===== src/rtl/ssr_pkg.sv =====
package ssr_pkg;
  typedef enum logic [1:0] {
    PH_IDLE = 2'd0,
    PH_HDR  = 2'd1,
    PH_REC  = 2'd2,
    PH_TRL  = 2'd3
  } phase_t;

  localparam logic [3:0] START_CODE = 4'b1101;
  localparam logic       REC_TAG    = 1'b1;
  localparam logic       TRL_TAG    = 1'b0;
endpackage


===== src/rtl/ssr_event_queue.sv =====
module ssr_event_queue #(
  parameter int DEPTH = 4,
  parameter int EVN_W = 8,
  parameter int ET_W  = 8,
  localparam int AW   = (DEPTH > 1) ? $clog2(DEPTH) : 1,
  localparam int CW   = $clog2(DEPTH + 1)
) (
  input  logic             clk,
  input  logic             rst,
  input  logic             push,
  input  logic [ET_W-1:0]  push_time,
  input  logic             pop,
  output logic [EVN_W-1:0] head_evn,
  output logic [ET_W-1:0]  head_time,
  output logic             empty,
  output logic [CW-1:0]    count
);
  logic [EVN_W-1:0] evn_mem  [DEPTH];
  logic [ET_W-1:0]  time_mem [DEPTH];
  logic [AW-1:0]    wr_ptr, rd_ptr;
  logic [EVN_W-1:0] evn_ctr;
  logic [CW-1:0]    cnt;
  logic             accept, take;

  function automatic logic [AW-1:0] bump(input logic [AW-1:0] p);
    return (p == AW'(DEPTH - 1)) ? '0 : p + AW'(1);
  endfunction

  assign accept = push && (cnt != CW'(DEPTH));
  assign take   = pop && (cnt != '0);

  always_ff @(posedge clk) begin
    if (rst) begin
      wr_ptr  <= '0;
      rd_ptr  <= '0;
      cnt     <= '0;
      evn_ctr <= '0;
    end else begin
      if (push) evn_ctr <= evn_ctr + EVN_W'(1);
      if (accept) begin
        evn_mem[wr_ptr]  <= evn_ctr;
        time_mem[wr_ptr] <= push_time;
        wr_ptr           <= bump(wr_ptr);
      end
      if (take) rd_ptr <= bump(rd_ptr);
      cnt <= cnt + CW'(accept) - CW'(take);
    end
  end

  assign head_evn  = evn_mem[rd_ptr];
  assign head_time = time_mem[rd_ptr];
  assign empty     = (cnt == '0);
  assign count     = cnt;
endmodule


===== src/rtl/ssr_hit_finder.sv =====
module ssr_hit_finder #(
  parameter int NUM_CH = 128,
  localparam int CH_W  = $clog2(NUM_CH)
) (
  input  logic [NUM_CH-1:0] hits,
  input  logic [CH_W:0]     from,
  output logic              found,
  output logic [CH_W-1:0]   idx
);
  logic [NUM_CH-1:0] mask, cand;

  always_comb begin
    mask  = '1;
    mask  = mask << from;
    cand  = hits & mask;
    found = |cand;
    idx   = '0;
    for (int i = NUM_CH - 1; i >= 0; i--) begin
      if (cand[i]) idx = CH_W'(i);
    end
  end
endmodule


===== src/rtl/ssr_serializer.sv =====
module ssr_serializer #(
  parameter int SH_W  = 20,
  localparam int LEN_W = $clog2(SH_W + 1)
) (
  input  logic             clk,
  input  logic             rst,
  input  logic             load,
  input  logic [SH_W-1:0]  word,
  input  logic [LEN_W-1:0] len,
  output logic             sdo,
  output logic             last
);
  logic [SH_W-1:0]  sh;
  logic [LEN_W-1:0] left;

  always_ff @(posedge clk) begin
    if (rst) begin
      sh   <= '0;
      left <= '0;
    end else if (load) begin
      sh   <= word;
      left <= len;
    end else if (left != '0) begin
      sh   <= sh << 1;
      left <= left - LEN_W'(1);
    end
  end

  assign sdo  = (left != '0) && sh[SH_W-1];
  assign last = (left == LEN_W'(1));
endmodule


===== src/rtl/sparse_serial_readout.sv =====
module sparse_serial_readout
  import ssr_pkg::*;
#(
  parameter int NUM_CH    = 128,
  parameter int TS_W      = 5,
  parameter int TOT_W     = 4,
  parameter int EVN_W     = 8,
  parameter int ET_W      = 8,
  parameter int EVQ_DEPTH = 4
) (
  input  logic                    clk,
  input  logic                    rst,
  input  logic                    en_i,
  input  logic                    trig_i,
  input  logic [ET_W-1:0]         trig_time_i,
  input  logic [NUM_CH-1:0]       ch_hit_i,
  input  logic [NUM_CH*TS_W-1:0]  ch_ts_i,
  input  logic [NUM_CH*TOT_W-1:0] ch_tot_i,
  output logic [NUM_CH-1:0]       ch_pop_o,
  output logic                    sdo_o,
  output logic                    frame_o
);
  localparam int CH_W    = $clog2(NUM_CH);
  localparam int CNT_W   = $clog2(NUM_CH + 1);
  localparam int HDR_LEN = 4 + EVN_W + ET_W;
  localparam int REC_LEN = 1 + CH_W + TS_W + TOT_W;
  localparam int TRL_LEN = 1 + CNT_W;
  localparam int SH_A    = (HDR_LEN > REC_LEN) ? HDR_LEN : REC_LEN;
  localparam int SH_W    = (SH_A > TRL_LEN) ? SH_A : TRL_LEN;
  localparam int LEN_W   = $clog2(SH_W + 1);
  localparam int QCW     = $clog2(EVQ_DEPTH + 1);
  localparam logic [NUM_CH-1:0] ONE_HOT0 = NUM_CH'(1);

  // word builders: each field is placed MSB first, left-justified in the shifter
  function automatic logic [SH_W-1:0] pack_header(input logic [EVN_W-1:0] evn,
                                                  input logic [ET_W-1:0] et);
    logic [HDR_LEN-1:0] w;
    w = {START_CODE, evn, et};
    return SH_W'(w) << (SH_W - HDR_LEN);
  endfunction

  function automatic logic [SH_W-1:0] pack_record(input logic [CH_W-1:0] ch,
                                                  input logic [TS_W-1:0] ts,
                                                  input logic [TOT_W-1:0] tot);
    logic [REC_LEN-1:0] w;
    w = {REC_TAG, ch, ts, tot};
    return SH_W'(w) << (SH_W - REC_LEN);
  endfunction

  function automatic logic [SH_W-1:0] pack_trailer(input logic [CNT_W-1:0] n);
    logic [TRL_LEN-1:0] w;
    w = {TRL_TAG, n};
    return SH_W'(w) << (SH_W - TRL_LEN);
  endfunction

  phase_t            phase, nxt;
  logic [CH_W-1:0]   cur_ch;
  logic [CNT_W-1:0]  hit_cnt;
  logic              q_empty, q_pop;
  logic [EVN_W-1:0]  q_evn;
  logic [ET_W-1:0]   q_time;
  logic [QCW-1:0]    evq_count;
  logic [CH_W:0]     scan_from;
  logic              f_found;
  logic [CH_W-1:0]   f_idx;
  logic [TS_W-1:0]   f_ts;
  logic [TOT_W-1:0]  f_tot;
  logic              ld, ld_hdr, ld_rec;
  logic [SH_W-1:0]   ld_word;
  logic [LEN_W-1:0]  ld_len;
  logic              word_done;
  logic              trl_done;

  ssr_event_queue #(
    .DEPTH(EVQ_DEPTH), .EVN_W(EVN_W), .ET_W(ET_W)
  ) u_evq (
    .clk(clk), .rst(rst),
    .push(trig_i), .push_time(trig_time_i), .pop(q_pop),
    .head_evn(q_evn), .head_time(q_time),
    .empty(q_empty), .count(evq_count)
  );

  assign scan_from = (phase == PH_REC) ? ({1'b0, cur_ch} + (CH_W+1)'(1)) : '0;

  ssr_hit_finder #(.NUM_CH(NUM_CH)) u_find (
    .hits(ch_hit_i), .from(scan_from), .found(f_found), .idx(f_idx)
  );

  assign f_ts  = ch_ts_i[f_idx*TS_W +: TS_W];
  assign f_tot = ch_tot_i[f_idx*TOT_W +: TOT_W];

  ssr_serializer #(.SH_W(SH_W)) u_ser (
    .clk(clk), .rst(rst), .load(ld), .word(ld_word), .len(ld_len),
    .sdo(sdo_o), .last(word_done)
  );

  always_comb begin
    nxt     = phase;
    ld      = 1'b0;
    ld_hdr  = 1'b0;
    ld_rec  = 1'b0;
    ld_word = '0;
    ld_len  = '0;
    q_pop   = 1'b0;
    unique case (phase)
      PH_IDLE: begin
        if (en_i && !q_empty) begin
          ld      = 1'b1;
          ld_hdr  = 1'b1;
          ld_word = pack_header(q_evn, q_time);
          ld_len  = LEN_W'(HDR_LEN);
          q_pop   = 1'b1;
          nxt     = PH_HDR;
        end
      end
      PH_HDR, PH_REC: begin
        if (word_done) begin
          ld = 1'b1;
          if (f_found) begin
            ld_rec  = 1'b1;
            ld_word = pack_record(f_idx, f_ts, f_tot);
            ld_len  = LEN_W'(REC_LEN);
            nxt     = PH_REC;
          end else begin
            ld_word = pack_trailer(hit_cnt);
            ld_len  = LEN_W'(TRL_LEN);
            nxt     = PH_TRL;
          end
        end
      end
      PH_TRL: begin
        if (word_done) nxt = PH_IDLE;
      end
      default: nxt = PH_IDLE;
    endcase
  end

  always_ff @(posedge clk) begin
    if (rst) begin
      phase   <= PH_IDLE;
      cur_ch  <= '0;
      hit_cnt <= '0;
    end else begin
      phase <= nxt;
      if (ld_hdr)      hit_cnt <= '0;
      else if (ld_rec) hit_cnt <= hit_cnt + CNT_W'(1);
      if (ld_rec) cur_ch <= f_idx;
    end
  end

  assign trl_done = (phase == PH_TRL) && word_done;
  assign ch_pop_o = (phase == PH_REC && word_done) ? (ONE_HOT0 << cur_ch) : '0;
  assign frame_o  = (phase != PH_IDLE);
endmodule


===== config.mk =====
export PLATFORM = sky130hd
export DESIGN_NAME = sparse_serial_readout
export DESIGN_NICKNAME = d
export VERILOG_FILES = /design/src/rtl/ssr_pkg.sv /design/src/rtl/ssr_event_queue.sv /design/src/rtl/ssr_hit_finder.sv /design/src/rtl/ssr_serializer.sv /design/src/rtl/sparse_serial_readout.sv
export SDC_FILE = /design/constraint.sdc
export NUM_CORES = 1
export LEC_CHECK = 0
export BUFFER_PORTS_ARGS = -buffer_cell sky130_fd_sc_hd__buf_2
export CAP_MARGIN = 5
export CORE_AREA = 2 2 562 564
export CTS_CLUSTER_DIAMETER = 200
export DETAILED_ROUTE_END_ITERATION = 7
export DIE_AREA = 0 0 564 566
export PLACE_DENSITY_LB_ADDON = 0.2
export SLEW_MARGIN = 20
export SYNTH_ARGS = -nofsm -noshare
export SYNTH_HDL_FRONTEND = slang
export SYNTH_SLANG_ARGS = --single-unit

===== constraint.sdc =====
create_clock -name clk -period 9.3 [get_ports clk]
set_input_delay 0.465 -clock clk [delete_from_list [all_inputs] [get_ports clk]]
set_output_delay 0.465 -clock clk [all_outputs]
set_load 0.01 [all_outputs]

==> metrics.log, run 1 <==
INFO  metric hpwlAfterDp = 230000 um
INFO  metric core-area = 313000 um2
INFO  metric drtPass1Iterations = 5
INFO  metric drv_slew = 0
INFO  metric reg2regPathDepth = 21
INFO  metric worst-endpoint-required = 9.67 ns
INFO  metric die_height = roughly 570 um
INFO  metric design.final.nets = 5494
INFO  metric hold_viol = 0
INFO  metric grt_max_degree = 84
INFO  metric cts-hold-fix-buffers = 0
INFO  metric globalRoute.totalOverflow = 0
INFO  metric grt_antenna_before_repair = between 150 and 200
INFO  metric yosysUniqueCellTypes = 104
INFO  metric final-instance-count-excl-fill = 8411
INFO  metric cts_max_path_buffers = 2
INFO  metric grt_pass1_vias = just over 30000
INFO  metric worstReg2RegStart = cur_ch[0]$_SDFFE_PP0P_
INFO  metric cellLeakagePower = 13.6 nW
INFO  metric layout_worst_path_cycle_share = 94.9%
INFO  metric slew_headroom = 21.4%
INFO  metric fin_hold_ws = between 0.15 and 0.2 ns
INFO  metric syn_area = around 21000 um2
INFO  metric finish.utilization = 10.9%
INFO  metric width_of_the_chip = 564 um
INFO  metric cts_buffers = 17
INFO  metric insertion_delay = 0.51 ns
INFO  metric worst_case_vdd_ir_drop = 0.147 mV
INFO  metric run_status = complete, no violations
INFO  metric remaining_drc_errors = 0
INFO  metric total_of_flip_flops_plus_latches_after_synthesis = 123
INFO  metric ys_async_sr_fraction = 0%
INFO  metric cp-start-kind = register
INFO  metric synth_enable_flop_cells = 64
INFO  metric syn_avg_cell_area = 7.36 um2
INFO  metric power_density = 99.4 nW/um2
INFO  metric crit_start = cur_ch[0]$_SDFFE_PP0P_
INFO  metric io_pins = 1422
INFO  metric maxCapViolCount = 0
INFO  metric setup_ws = ~0.48 ns
INFO  metric syn_to_final_growth = 64.2%
INFO  metric clockRootBuffer = sky130_fd_sc_hd__clkbuf_16
INFO  metric max_freq = 113 MHz
INFO  metric routabilityCongestion = 0.963
INFO  metric dr_total_vias = roughly 31000
INFO  metric tritoncts = done
INFO  metric cts.htree.levels = 4
INFO  metric worst-slew-pin-transition = 1.17 ns
INFO  metric global_route_wire_length_before_repair = 328000 um
INFO  metric cts_sinks = between 100 and 150
INFO  metric postRouteWirelength = 261000 um
INFO  metric worst_hold_path_type = input pin to register
INFO  metric drive_gt1_share = a little over two fifths
INFO  metric detail-route-antenna-nets = 0
INFO  metric largest_fanout_on_the_critical_path = 16
INFO  metric synth_fp_nets = about 4100
INFO  metric critical_path_arrival = 9.20 ns
INFO  metric numPlacedInstances = 8319
INFO  metric setup_violations = 0
INFO  metric vias_cell = between 3 and 4
INFO  metric postSynth.topFlopCell = sky130_fd_sc_hd__edfxtp_1
INFO  metric yosysWarningCount = 0
INFO  metric rsz0062_at_grt = false
INFO  metric num_rows = 206
INFO  metric cts.reportedPaths.clkPinSlew = 0.08 ns
INFO  metric drt_iter0_drc = between 2000 and 2500
INFO  metric place_ws = -0.879 ns
INFO  metric syn_inst = approximately 2800
INFO  metric crit_path_end_kind = register
INFO  metric finalClockSkew = 0.0198 ns
INFO  metric grt.total_usage = 15.7%
INFO  metric fin_crit = 8.82 ns
INFO  metric initial_core_util = 6.64%
INFO  metric die_area = between 300000 and 400000 um2
INFO  metric synth-seq-area-share = 14.9%
INFO  metric rrSetupSlack = 0.48 ns
INFO  metric crit-reg2reg-capture = u_ser.sh[9]$_SDFFE_PP0P_
INFO  metric timing_worst_setup_path_type = register to register
INFO  metric io_buffer_count = approximately 1400
INFO  metric mean_routed_wirelength_per_cell = approximately 31 um
INFO  metric critical_path.endpoint = u_ser.sh[9]$_SDFFE_PP0P_
INFO  metric setup_total_negative_slack = 0 ns
area by class of cell:
type | count | area, um2
Multi-Input combinational cell | 2431 | 16600
Timing Repair Buffer | 1566 | 8340
Clock inverter | 14 | 139
Antenna cell | 58 | 145
Inverter | 41 | 154
Sequential cell | 123 | 3100
Tap cell | 4160 | 5200
Clock buffer | 18 | 429
Fill cell | 37000 | 279000
report_power, final:
part | internal (mW) | switching [mW] | total [mW]
logic | 0.733 | 1.26 | 2.00
clock network | 0.373 | 0.314 | 0.687
registers | 0.643 | 0.0696 | 0.713
total | 1.75 | 1.65 | 3.40
sequential cells by signal (all words and copies together) (netlist names), named ones only:
register        flops
u_ser.sh           20
u_evq.evn_ctr       8
u_ser.left          5
u_evq.count         3
phase               2
u_evq.time_mem     32
u_evq.rd_ptr        2
u_evq.wr_ptr        2
u_evq.evn_mem      32
hit_cnt             8
cur_ch              7
synth_stat cells, drive strengths merged (49+ instances only):
master  number  area (um2)
clkbuf      97         368
nand2      589        2220
nand3      169         846
a32oi       49         429
o21ai      160         805
a31oi       73         469
dfxtp       59        1180
nor3        52         282
nand4       49         313
buf        134         878
mux4       110        2480
mux2i      184        1850
nor2       237         890
edfxtp      64        1920
a21oi      153         777
worst max-delay path, stage by stage, from the launching register on:
cell and delay, ns:
sky130_fd_sc_hd__dfxtp_1 0.58, sky130_fd_sc_hd__ha_1 0.36, sky130_fd_sc_hd__ha_1 0.49, sky130_fd_sc_hd__and3b_1 0.42, sky130_fd_sc_hd__nand2_1 0.47, sky130_fd_sc_hd__a21oi_1 0.33, sky130_fd_sc_hd__o311ai_0 0.32, sky130_fd_sc_hd__o31ai_1 0.85
sky130_fd_sc_hd__nand3_1 0.44, sky130_fd_sc_hd__nand2b_1 0.27, sky130_fd_sc_hd__o211a_1 0.28, sky130_fd_sc_hd__o31ai_4 0.35, sky130_fd_sc_hd__buf_4 0.30, sky130_fd_sc_hd__nor2b_4 0.07, sky130_fd_sc_hd__buf_12 0.13, sky130_fd_sc_hd__buf_4 0.23
sky130_fd_sc_hd__nand2_2 0.66, sky130_fd_sc_hd__a21oi_1 0.30, sky130_fd_sc_hd__nor4_1 0.84, sky130_fd_sc_hd__a311oi_2 0.30, sky130_fd_sc_hd__a2111oi_1 0.48, sky130_fd_sc_hd__a31oi_1 0.17
metal layers:
layer	vias up	track usage [%]	part of all wire (%)
li1	13600	-	-
met1	15100	19.2	41
met2	1666	28.7	50
met3	284	2.42	5.6
met4	24	3.23	2.4
met5	-	0	0.060
worst min-delay path by stage:
stage          cells after the start                             end                      start  slack [ns]
6_report                           1  u_evq.time_mem[3][1]$_DFFE_PP_             trig_time_i[1]        0.19
4_1_cts                            1  u_evq.time_mem[2][6]$_DFFE_PP_             trig_time_i[6]        0.14
2_1_floorplan                      2       u_ser.sh[18]$_SDFFE_PP0P_  u_ser.sh[18]$_SDFFE_PP0P_        0.43
3_5_place_dp                       2       u_ser.sh[18]$_SDFFE_PP0P_  u_ser.sh[18]$_SDFFE_PP0P_        0.44
3_3_place_gp                       2       u_ser.sh[18]$_SDFFE_PP0P_  u_ser.sh[18]$_SDFFE_PP0P_        0.44
5_1_grt                            1  u_evq.time_mem[2][6]$_DFFE_PP_             trig_time_i[6]        0.15
cells by family (layout without fill, tap and decap cells):
group / count (synthesis) / in the layout / synth area share, %
muxes: 297 / 297 / 21.0
and+or+nand+nor: 1264 / 1264 / 27.2
DFF: 123 / 123 / 14.9
AOI/OAI and AO/OA: 828 / 828 / 27.9
buffers and inverters: 272 / 1639 / 6.73
other: 0 / 58 / 0
adders and majority gates: 22 / 22 / 1.36
xor gates and xnor gates: 20 / 20 / 0.878
placed cells by master (no fill, tap or decap), types with 14 or more instances in the layout:
cell type and count:
sky130_fd_sc_hd__nor3_1 45, sky130_fd_sc_hd__mux2i_1 180, sky130_fd_sc_hd__a211oi_1 34, sky130_fd_sc_hd__and3_1 36, sky130_fd_sc_hd__nand2_1 584, sky130_fd_sc_hd__inv_1 41, sky130_fd_sc_hd__o211ai_1 21, sky130_fd_sc_hd__o22ai_1 21
sky130_fd_sc_hd__a311oi_1 16, sky130_fd_sc_hd__clkbuf_16 17, sky130_fd_sc_hd__nand3_1 165, sky130_fd_sc_hd__a22oi_1 42, sky130_fd_sc_hd__and2_1 18, sky130_fd_sc_hd__dfxtp_1 59, sky130_fd_sc_hd__o21ai_0 130, sky130_fd_sc_hd__nor2b_1 31
sky130_fd_sc_hd__a221oi_1 33, sky130_fd_sc_hd__a31oi_1 71, sky130_fd_sc_hd__nand4_1 48, sky130_fd_sc_hd__o21a_1 15, sky130_fd_sc_hd__edfxtp_1 64, sky130_fd_sc_hd__o31ai_1 14, sky130_fd_sc_hd__a21o_1 15, sky130_fd_sc_hd__buf_4 134
sky130_fd_sc_hd__buf_2 1421, sky130_fd_sc_hd__a32oi_1 49, sky130_fd_sc_hd__a22o_1 29, sky130_fd_sc_hd__a21oi_1 146, sky130_fd_sc_hd__mux4_2 110, sky130_fd_sc_hd__ha_1 21, sky130_fd_sc_hd__nand2b_1 19, sky130_fd_sc_hd__diode_2 58
sky130_fd_sc_hd__nor2_1 225, sky130_fd_sc_hd__o21ai_1 28
metrics by stage:
step,cell area [um2],power (mW)
floorplan,20800,1.62
global placement,33400,2.81
detailed placement,33400,2.80
CTS,34000,3.52
global route,34000,3.62
finish,34200,3.40
repair_timing:
item,CTS,global route
gates resized for setup,1,1
setup endpoints to repair,2,1
setup buffers,2,0
pin swaps,0,0
Note: power is estimated with default switching activity, not from simulation.
==> run 2, diff against run 1 <==
Settings changed: CELL_PAD_IN_SITES_DETAIL_PLACEMENT set to 1, CELL_PAD_IN_SITES_GLOBAL_PLACEMENT set to 2, CORE_AREA 2 2 562 564 to 2 2 547 549, DIE_AREA 0 0 564 566 to 0 0 549 551.
==> run 2 against run 1 <==
Cell count decreased by 3.0%; clock power increased by 4.7%; non-clock buffer count decreased by 15; hold slack improved by 0.049 ns; critical path depth decreased by 3; global-route usage increased by 0.73 points.
==> metrics.log, run 2 (same netlist as run 1, synthesis figures left out) <==
INFO  metric run_status = complete, no violations
INFO  metric cp-start-kind = register
INFO  metric cts.reportedPaths.clkPinSlew = roughly 0.08 ns
INFO  metric share_of_power_burned_in_the_clock_network = 21.5%
INFO  metric initial_core_util = 7.02%
INFO  metric die_area = 302000 um2
INFO  metric power.net_switching = 1.56 mW
INFO  metric grt_pass1_vias = 32300
INFO  metric cpPeakStageDelay = ~0.86 ns
INFO  metric detail-route-antenna-nets = 0
INFO  metric cts_sinks = approximately 120
INFO  metric syn_to_final_growth = 62.3%
INFO  metric rrSetupSlack = 0.57 ns
INFO  metric final-instance-count-excl-fill = 8162
INFO  metric timing_worst_setup_path_type = register to register
INFO  metric cts_buffers = 17
INFO  metric maxCapViolCount = 0
INFO  metric internal_power = 1.77 mW
INFO  metric num_rows = 200
INFO  metric remaining_drc_errors = 0
INFO  metric cts_max_path_buffers = 2
INFO  metric crit_path_end_kind = register
INFO  metric insertion_delay = 0.45 ns
INFO  metric cts-hold-fix-buffers = 0
INFO  metric setup_ws = 0.573 ns
INFO  metric routabilityCongestion = roughly 0.84
INFO  metric drive_gt1_share = 42.9%
INFO  metric proportion_of_power_drawn_by_flip_flops_and_latches = 21.0%
INFO  metric cpLargestDelayFamily = compound AO/OA/AOI/OAI gates
INFO  metric hold_viol = 0
INFO  metric multi_input_comb_area = 16600 um2
INFO  metric hold_path.startpoint = trig_time_i[3]
INFO  metric finalClockSkew = between 0.02 and 0.03 ns
INFO  metric globalRoute.totalOverflow = 0
INFO  metric global_route_wire_length_before_repair = between 300000 and 400000 um
INFO  metric drv_slew = 0
INFO  metric path_cells = ha_1, ha_1, nand2b_1, nor2_1, nand2_1, o21ai_0, a311oi_1, o311ai_0, a21oi_1, o21ai_0, a311oi_4, nor2_4, buf_4, buf_4, nand3_1, a31oi_1, a211oi_1, o211a_1
INFO  metric cellLeakagePower = between 10 and 15 nW
INFO  metric io_buffer_count = approximately 1400
INFO  metric worst_case_vdd_ir_drop = 0.124 mV
INFO  metric cts_resized = 0
INFO  metric finish.utilization = 11.4%
INFO  metric largest_fanout_on_the_critical_path = 25
INFO  metric detailed_place.area = 33000 um2
INFO  metric rsz0062_at_grt = false
INFO  metric die_height = 551 um
INFO  metric postRouteWirelength = 261000 um
INFO  metric dr_total_vias = ~30000
INFO  metric fillers = roughly 36000
INFO  metric core-area = between 200000 and 300000 um2
INFO  metric worstReg2RegStart = cur_ch[0]$_SDFFE_PP0P_
INFO  metric drtPass1Iterations = 5
INFO  metric layout.cell_area.non_filler = between 30000 and 40000 um2
INFO  metric power_density = 98.9 nW/um2
INFO  metric mean_routed_wirelength_per_cell = 32.0 um
INFO  metric io_pins = around 1400
INFO  metric fin_crit = 8.73 ns
INFO  metric max_freq = 115 MHz
INFO  metric slew_headroom = 16.0%
INFO  metric drt_iter0_drc = 1859
INFO  metric grt.total_usage = 16.4%
INFO  metric setup_violations = 0
INFO  metric hpwlAfterDp = around 230000 um
INFO  metric clockRootBuffer = sky130_fd_sc_hd__clkbuf_16
INFO  metric crit_path_buf_inv_count = 2
INFO  metric grt_max_degree = 90
INFO  metric grt_antenna_before_repair = roughly 150
INFO  metric power.combinational.fraction = between 50% and 60%
INFO  metric power_switching_share = 46.9%
INFO  metric commonest_cells_after_routing_fill_and_taps_aside = 1421 x sky130_fd_sc_hd__buf_2, 584 x sky130_fd_sc_hd__nand2_1, 225 x sky130_fd_sc_hd__nor2_1, 180 x sky130_fd_sc_hd__mux2i_1, 167 x sky130_fd_sc_hd__nand3_1
INFO  metric layout.cells.most_common = sky130_fd_sc_hd__buf_2
INFO  metric crit_start = cur_ch[0]$_SDFFE_PP0P_
INFO  metric worst-slew-pin-transition = between 1 and 1.5 ns
INFO  metric cts.htree.levels = 4
INFO  metric reg_top3 = u_evq.evn_mem x32, u_evq.time_mem x32, u_ser.sh x20
INFO  metric tritoncts = done
INFO  metric critical_path_arrival = 9.06 ns
INFO  metric design.final.nets = 5479
INFO  metric cpMaxStageDelayCell = sky130_fd_sc_hd__o21ai_0
INFO  metric worst_hold_path_type = input pin to register
INFO  metric worst-endpoint-required = a little under 10 ns
INFO  metric layout_worst_path_cycle_share = between 90 and 100%
INFO  metric layout.area.seq = approximately 3100 um2
INFO  metric vias_cell = 3.70
INFO  metric cts_setup_buffers = 0
INFO  metric place_ws = around 0.15 ns
INFO  metric numPlacedInstances = 8085
INFO  metric width_of_the_chip = 549 um
INFO  metric fin_hold_ws = between 0.2 and 0.25 ns
-- run 2: layout make-up --
type	instances	area share [%]
inverters	41	0.456
multi-input cells	2431	49.2
clock buffers	18	1.27
well taps	3939	14.6
clock inverters	13	0.493
repair buffers	1551	24.5
flip-flops and latches	123	9.19
diodes	46	0.341
-- run 2: per-stage QoR --
step	TNS (ns)	power [mW]
2_1_floorplan	0	1.62
3_3_place_gp	-0.475	2.70
3_5_place_dp	0	2.70
4_1_cts	0	3.44
5_1_grt	0	3.56
6_report	0	3.34
-- run 2: worst paths after layout --
kind,endpoint,depth (start not counted)
max,u_ser.sh[11]$_SDFFE_PP0P_,18
min,u_evq.time_mem[0][3]$_DFFE_PP_,1
max reg2reg,u_ser.sh[11]$_SDFFE_PP0P_,18
min reg2reg,u_ser.sh[18]$_SDFFE_PP0P_,2
-- run 2: layer usage --
layer	part of all wire, %	up-vias	track usage, %	routed length, um
met5	0.20	-	0	510
met4	1.1	82	1.63	2800
met3	5.8	252	3.04	15200
met2	50	1306	29.9	132000
met1	43	15100	20.6	111000
li1	-	13500	-	-
-- run 2: power groups by stage --
stage                     Clock [mW]  Combinational [mW]  Sequential, mW
after global routing           0.761                2.09           0.710
after floorplan                    0               0.931           0.685
after detailed placement           0                1.99           0.711
after global placement             0                1.99           0.710
final                          0.719                1.92           0.701
after CTS                      0.740                2.00           0.700
